**config.mk**
```make
export PLATFORM = sky130hd
export DESIGN_NAME = flag_alu
export DESIGN_NICKNAME = d
export VERILOG_FILES = /design/src/rtl/flag_alu_pkg.sv /design/src/rtl/flag_alu_arith.sv /design/src/rtl/flag_alu_logic.sv /design/src/rtl/flag_alu.sv
export SDC_FILE = /design/constraint.sdc
export NUM_CORES = 1
export LEC_CHECK = 0
export BUFFER_PORTS_ARGS = -buffer_cell sky130_fd_sc_hd__buf_2
export CAP_MARGIN = 20
export CELL_PAD_IN_SITES_DETAIL_PLACEMENT = 0
export CELL_PAD_IN_SITES_GLOBAL_PLACEMENT = 1
export CORE_AREA = 2 2 67 69
export DETAILED_ROUTE_END_ITERATION = 10
export DIE_AREA = 0 0 69 71
export PLACE_DENSITY = 0.91
export SLEW_MARGIN = 20
export SYNTH_ARGS = -nofsm -noshare
export SYNTH_HDL_FRONTEND = slang
export SYNTH_SLANG_ARGS = --single-unit
```
**constraint.sdc**
```tcl
create_clock -name vclk -period 6.25
set_input_delay 0.625 -clock vclk [all_inputs]
set_output_delay 0.625 -clock vclk [all_outputs]
set_load 0.05 [all_outputs]
```
**src/rtl/flag_alu_pkg.sv**
```systemverilog
package flag_alu_pkg;

    localparam int OPW = 4;

    typedef enum logic [OPW-1:0] {
        OP_SUM  = 4'd0,
        OP_DIFF = 4'd1,
        OP_BAND = 4'd2,
        OP_BOR  = 4'd3,
        OP_BXOR = 4'd4,
        OP_INV  = 4'd5,
        OP_LSL  = 4'd6,
        OP_LSR  = 4'd7,
        OP_INCR = 4'd8,
        OP_DECR = 4'd9,
        OP_EQM  = 4'd10,
        OP_THRU = 4'd11
    } op_e;

    typedef struct packed {
        logic carry;
        logic ovf;
    } side_t;

    function automatic logic is_arith(input logic [OPW-1:0] op);
        return (op == OP_SUM) || (op == OP_DIFF) || (op == OP_INCR) || (op == OP_DECR);
    endfunction

    function automatic logic is_resv(input logic [OPW-1:0] op);
        return op > OP_THRU;
    endfunction

endpackage

```
**src/rtl/flag_alu_arith.sv**
```systemverilog
module flag_alu_arith
    import flag_alu_pkg::*;
#(
    parameter int W = 8
) (
    input  logic [W-1:0]   x,
    input  logic [W-1:0]   y,
    input  logic [OPW-1:0] op,
    output logic [W-1:0]   r,
    output side_t          s
);
    localparam int MSB = W - 1;
    localparam logic [W:0] ONE = (W+1)'(1);

    logic       use_y;
    logic       do_sub;
    logic [W:0] rhs;
    logic [W:0] wide;

    always_comb begin
        use_y  = (op == OP_SUM) || (op == OP_DIFF);
        do_sub = (op == OP_DIFF) || (op == OP_DECR);
        rhs    = use_y ? {1'b0, y} : ONE;
        wide   = do_sub ? ({1'b0, x} - rhs) : ({1'b0, x} + rhs);
        r       = wide[MSB:0];
        s.carry = wide[W];
        s.ovf   = 1'b0;
        if (op == OP_SUM)
            s.ovf = (x[MSB] == y[MSB]) && (r[MSB] != x[MSB]);
        else if (op == OP_DIFF)
            s.ovf = (x[MSB] != y[MSB]) && (r[MSB] != x[MSB]);
    end

    always_comb begin
        if (op == OP_INCR && s.carry)
            p_inc_wrap_r7: assert (r == '0);
        if (op == OP_DECR && s.carry)
            p_dec_wrap_r7: assert (&r);
        if (op == OP_SUM && s.ovf)
            p_add_ovf_sign_r2: assert (x[MSB] == y[MSB]);
        if (op == OP_DIFF && s.ovf)
            p_sub_ovf_sign_r3: assert (x[MSB] != y[MSB]);
    end

endmodule

```
**src/rtl/flag_alu_logic.sv**
```systemverilog
module flag_alu_logic
    import flag_alu_pkg::*;
#(
    parameter int W = 8
) (
    input  logic [W-1:0]   x,
    input  logic [W-1:0]   y,
    input  logic [OPW-1:0] op,
    output logic [W-1:0]   r,
    output side_t          s
);
    localparam int MSB = W - 1;

    always_comb begin
        r       = '0;
        s.carry = 1'b0;
        s.ovf   = 1'b0;
        case (op)
            OP_BAND: r = x & y;
            OP_BOR:  r = x | y;
            OP_BXOR: r = x ^ y;
            OP_INV:  r = ~x;
            OP_LSL: begin
                r       = {x[MSB-1:0], 1'b0};
                s.carry = x[MSB];
            end
            OP_LSR: begin
                r       = {1'b0, x[MSB:1]};
                s.carry = x[0];
            end
            OP_EQM:  r = (x == y) ? '0 : '1;
            OP_THRU: r = x;
            default: r = '0;
        endcase
    end

    always_comb begin
        if (op == OP_LSL)
            p_lsl_fill_r6: assert (r[0] == 1'b0);
        if (op == OP_LSR)
            p_lsr_fill_r6: assert (r[MSB] == 1'b0);
        if (op != OP_LSL && op != OP_LSR)
            p_logic_noflag_r4: assert (!s.carry && !s.ovf);
    end

endmodule

```
**src/rtl/flag_alu.sv**
```systemverilog
module flag_alu
    import flag_alu_pkg::*;
#(
    parameter int W = 8
) (
    input  logic [W-1:0]   opnd_x,
    input  logic [W-1:0]   opnd_y,
    input  logic [OPW-1:0] op_sel,
    output logic [W-1:0]   res,
    output logic           z_flag,
    output logic           n_flag,
    output logic           c_flag,
    output logic           v_flag
);
    localparam int MSB = W - 1;

    logic [W-1:0] arith_r;
    logic [W-1:0] logic_r;
    side_t        arith_s;
    side_t        logic_s;
    side_t        sel_s;

    flag_alu_arith #(.W(W)) u_arith (
        .x(opnd_x), .y(opnd_y), .op(op_sel), .r(arith_r), .s(arith_s)
    );

    flag_alu_logic #(.W(W)) u_logic (
        .x(opnd_x), .y(opnd_y), .op(op_sel), .r(logic_r), .s(logic_s)
    );

    always_comb begin
        if (is_resv(op_sel)) begin
            res   = '0;
            sel_s = '0;
        end else if (is_arith(op_sel)) begin
            res   = arith_r;
            sel_s = arith_s;
        end else begin
            res   = logic_r;
            sel_s = logic_s;
        end
        c_flag = sel_s.carry;
        v_flag = sel_s.ovf;
        z_flag = (res == '0);
        n_flag = res[MSB];
    end

    always_comb begin
        if (is_resv(op_sel))
            p_resv_zero_r9: assert (res == '0 && !c_flag && !v_flag);
        if (op_sel == OP_EQM)
            p_mask_shape_r8: assert ((res == '0) || (&res));
        if (op_sel == OP_INV || op_sel == OP_THRU)
            p_unary_noflag_r5: assert (!c_flag && !v_flag);
        p_zn_excl_r10: assert (!(z_flag && n_flag));
    end

endmodule

```
### Word-level counts from Yosys, hierarchy flattened

Index checks and enable logic that the tools add are counted.

* eq/ne operators: 15
* order comparisons: 1
* mux-type cells: 11
* bitwise operators: 4
* add/sub/neg operators: 2
* reductions and logical operators: 8

Operator list (count)
* $pmux 8 s8: 1
* $mux 8: 4
* $eq 4x3->1 const B: 4
* $eq 4x4->1 const B: 4
* $add 8x9->9: 1
* $mux 9: 1
* $sub 8x9->9: 1
* $and 8x8->8: 1
* $eq 4x2->1 const B: 2
* $eq 8x8->1: 1
* $logic_not 8->1: 1
* $not 8->8: 1
* $or 8x8->8: 1
* $xor 8x8->8: 1
* $eq 4x1->1 const B: 1
* $gt 4x4->1 const B: 1
* $logic_not 4->1: 1
* $logic_or 1x1->1: 4
* $mux 2: 2
* $logic_and 1x1->1: 2
* $mux 1: 2
* $ne 1x1->1: 2
* $pmux 1 s2: 1
* $eq 1x1->1: 1

* output and inout port bits: 12
* word-level logic and storage cells: 41
* register bits after elaboration: 0

### Depth between registers and ports, before layout

* depth in word-level cells: 11
* mapped depth: 15
* gate-level depth less buffers: 13

### Cells and area by module

From an unflattened synthesis, not the netlist that was laid out.

* cell total of the unflattened synthesis: 242
* area, all modules: 1720.4 um2

By module, submodules not included
* flag_alu_logic: area an instance 805.8 um2, sequential area each 0.0 um2, instances 1, cells an instance 109
* flag_alu_arith: area an instance 640.6 um2, sequential area each 0.0 um2, instances 1, cells an instance 90
* flag_alu: area an instance 274.0 um2, sequential area each 0.0 um2, instances 1, cells an instance 43

### Worst setup path after synthesis

OpenSTA, ideal clock, no wires.

* path kind: in2out
* from: in op_sel[0]
* to: out z_flag
* cell stages on the path: 12
* path slack: 1.107 ns
* buffers on the path: 4
* arrival: 4.518 ns
* cells stage by stage: buf_2 -> buf_2 -> clkbuf_1 -> buf_1 -> o21ai_0 -> o21ai_0 -> nand2_1 -> fa_1 -> o22a_1 -> nand4_1 -> or4_1 -> nor4_2

* longest elaborated chain between the ends: 8
* elaborated cells between the ends (all ways): 25

RTL lines
* start: declaration: line flag_alu.sv:8 `input logic [OPW-1:0] op_sel,`
* $eq 4x1->1 / $logic_not 4->1 (equally long branches): line flag_alu_pkg.sv:26, flag_alu_arith.sv:21, flag_alu_arith.sv:22
* $logic_or 1x1->1: line flag_alu_pkg.sv:26, flag_alu_arith.sv:21
* $mux 8: line flag_alu_arith.sv:23 `rhs = use_y ? {1'b0, y} : ONE;`
* $add 8x9->9 / $sub 8x9->9 (equally long branches): line flag_alu_arith.sv:24 `wide = do_sub ? ({1'b0, x} - rhs) : ({1'b0, x} + rhs);`
* $mux 9: line flag_alu_arith.sv:24
* $mux 8: line flag_alu.sv:35 `end else if (is_arith(op_sel)) begin`
* $mux 8 *: line flag_alu.sv:32 `if (is_resv(op_sel)) begin`
* via res[1]: line flag_alu.sv:9 `output logic [W-1:0] res,`
* $logic_not 8->1 *: line flag_alu.sv:44 `z_flag = (res == '0);`
* end: declaration: line flag_alu.sv:10 `output logic z_flag,`

Mark *: on every way through the listed nets, which the timed path passes. The rest lies on a longest branch.

### Final worst setup path

* from: in op_sel[2]
* to: out z_flag

* longest elaborated chain between the ends: 8
* elaborated cells between the ends (all ways): 25

RTL lines (line)
* $eq 4x1->1 / $logic_not 4->1 (equally long branches): flag_alu_pkg.sv:26, flag_alu_arith.sv:21, flag_alu_arith.sv:22
* $logic_or 1x1->1: flag_alu_pkg.sv:26, flag_alu_arith.sv:21
* $mux 8: flag_alu_arith.sv:23
* $add 8x9->9 / $sub 8x9->9 (equally long branches): flag_alu_arith.sv:24
* $mux 9: flag_alu_arith.sv:24
* $mux 8: flag_alu.sv:35
* $mux 8 *: flag_alu.sv:32
* $logic_not 8->1 *: flag_alu.sv:44

Mark *: on every way between the ends. The rest lies on a longest branch, timed or not.

==> impl_metrics.env <==
export IMPL_outcome="finished clean"
export IMPL_synth_cells=234
export IMPL_drive_above_1_share_pct=16.7
export IMPL_grt_pass1_wl_um=7820
export IMPL_gp_congestion=0.939
export IMPL_path_max_fanout=22
export IMPL_p_clk_share_pct=0
export IMPL_setup_tns_final_ns=0
export IMPL_switching_share_pct=66.7
export IMPL_grt_util_all_layers_pct=19.0
export IMPL_top_usage_layer="met2"
export IMPL_p_comb_share_pct=100.0
export IMPL_cp_data_arrival_time_ns=3.80
export IMPL_nFlopsAndLatches=0
export IMPL_use_met2_pct=33.4
export IMPL_cts_setup_buffers=0
export IMPL_totalWireLength_um=4910
export IMPL_postRouteAntennaNets=0
export IMPL_yosys_warnings=0
export IMPL_ios=32
export IMPL_die_w_um=69
export IMPL_vdd_drop_max_uv=47.1
export IMPL_hold_viol_final=0
export IMPL_min_path_type="primary input to primary output"
export IMPL_dp_cells=303
export IMPL_startpoint_type="primary input"
export IMPL_synth_top_cell_by_area="ha_1"
export IMPL_synthTopCellsByArea="ha_1, o21ai_0, nor2_1"
export IMPL_wl_per_cell_um=16.2
export IMPL_hold_path_depth=4
export IMPL_power_w=0.000160
export IMPL_internal_power_w=0.0000532
export IMPL_die_h_um=71
export IMPL_fmax_mhz=226
export IMPL_ctsHoldBuffers=0
export IMPL_post_route_min_period_ns=4.43
export IMPL_slew_viol_final=0
export IMPL_clock_buffer_count=0
export IMPL_power_per_cell_area_nw_per_um2=90.3
export IMPL_hold_start="opnd_x[0]"
export IMPL_overflow=0
export IMPL_syn_to_final_growth_pct=8.77
export IMPL_p_sw_w=0.000106
export IMPL_dr_first_iter_drc_count=112
export IMPL_period_share_pct=70.8
export IMPL_ys_seq_area_share_pct=0
export IMPL_dr_pass1_iters=5
export IMPL_rsz0062_at_grt="false"
export IMPL_portBuffers=32
export IMPL_yosysMostFrequentCell="ha_1"
export IMPL_die_area_sq_um=4900
export IMPL_num_vias=1824
export IMPL_fill_cells=463
export IMPL_synth_top_cell_area_share_pct=18.5
export IMPL_syn_nets=279
export IMPL_grt_antenna_before_repair=0
export IMPL_rows=24
export IMPL_hold_ws_ns=1.86
export IMPL_grt_max_degree=46
export IMPL_synth_common_cells="ha_1, nor2_1, inv_1"
export IMPL_end_kind="primary output"
export IMPL_post_route_util_pct=42.1
export IMPL_min_to="c_flag"
export IMPL_via_per_inst=6.02
export IMPL_syn_area_per_cell_sq_um=6.95
export IMPL_crit_type="primary input to primary output"
export IMPL_regArea_sq_um=0
export IMPL_finalSetupViolCount=0
export IMPL_grt_pass1_vias=1697
export IMPL_multi_input_area_sq_um=1470
export IMPL_grt_use_met3_pct=0.855
export IMPL_hpwl_um=3850
export IMPL_synth_area_sq_um=1630
export IMPL_final_nets=298
export IMPL_maxCapViolCount=0
export IMPL_diodes=0
export IMPL_ys_types=60
export IMPL_power_frac_seq_pct=0
export IMPL_leakage_nw=0.809
export IMPL_final_cell_count_no_fill=303
export IMPL_slew_headroom_pct=51.3
export IMPL_start_util_pct=38.7
export IMPL_cp_required_ns=5.62
export IMPL_drc=0
export IMPL_cts_resized=0
export IMPL_worstMarginPinSlew_ns=0.723
export IMPL_core_area_sq_um=4200
export IMPL_grtUsageMet1_pct=24.8
## layout by cell type (no fill, tap or decap), types with 3 or more instances in the layout
cell type | netlist | routed
buf_2 | 6 | 32
ha_1 | 24 | 24
nor2_1 | 21 | 21
inv_1 | 19 | 19
o21ai_0 | 16 | 16
a21oi_1 | 15 | 15
nand2_1 | 11 | 11
nor3_1 | 8 | 8
nand2b_1 | 7 | 7
nor4_1 | 6 | 6
mux2i_1 | 6 | 6
a211oi_1 | 6 | 6
o22ai_1 | 5 | 5
nand3_1 | 4 | 4
o31ai_1 | 4 | 4
nand3b_1 | 4 | 4
o21a_1 | 4 | 4
xor2_1 | 4 | 4
nor2b_1 | 4 | 4
xnor2_1 | 3 | 3
nand4_1 | 3 | 3
## power groups by stage
stage | logic, W | clock network, W | registers [W]
5_1_grt | 0.000173 | 0 | 0
2_1_floorplan | 0.000119 | 0 | 0
3_3_place_gp | 0.000156 | 0 | 0
4_1_cts | 0.000158 | 0 | 0
6_report | 0.000160 | 0 | 0
3_5_place_dp | 0.000158 | 0 | 0
## critical path, stage by stage
cell,delay (ns)
buf_2,0.23
or2_1,0.48
or3_1,0.39
ha_1,0.22
fa_1,0.49
o22a_1,0.15
nand4_1,0.15
or4_1,0.59
nor4_2,0.17
buf_2,0.31
## per-stage QoR
| stage | cell area, sq um | setup slack [ns] |
|---|---|---|
| after floorplan | 1630 | 1.11 |
| after global placement | 1770 | 1.89 |
| after detailed placement | 1770 | 1.86 |
| after CTS | 1770 | 1.87 |
| after global routing | 1770 | 1.68 |
| final | 1770 | 1.82 |
## logic make-up (layout without fill, tap and decap cells)
logic type	after synthesis	count (layout)	share of synthesized area, %
simple gates	85	85	28.9
compound gates	74	74	32.2
buf+inv	35	52	9.69
fa+ha+maj	25	25	19.7
mux	8	8	5.77
xor+xnor	7	7	3.77
## worst max-delay path by stage
stage                         start     end  slack, ns  cells after the start
after floorplan           op_sel[0]  z_flag       1.11                     12
after global placement    op_sel[2]  z_flag       1.89                     10
after detailed placement  op_sel[2]  z_flag       1.86                     10
after CTS                 op_sel[2]  z_flag       1.87                     10
after global routing      op_sel[2]  z_flag       1.68                     10
final                     op_sel[2]  z_flag       1.82                     10
## routing by layer
layer | part of all wire [%] | vias up
li1 | - | 909
met1 | 44 | 841
met2 | 48 | 60
met5 | 0 | -
met3 | 4.7 | 14
met4 | 3.3 | 0
## cell type report
cell class	count	area share (%)
multi-input cells	199	83.0
inverters	20	4.24
well taps	52	3.68
repair buffers	32	9.05
No activity file was read; power rests on OpenSTA's default activity.
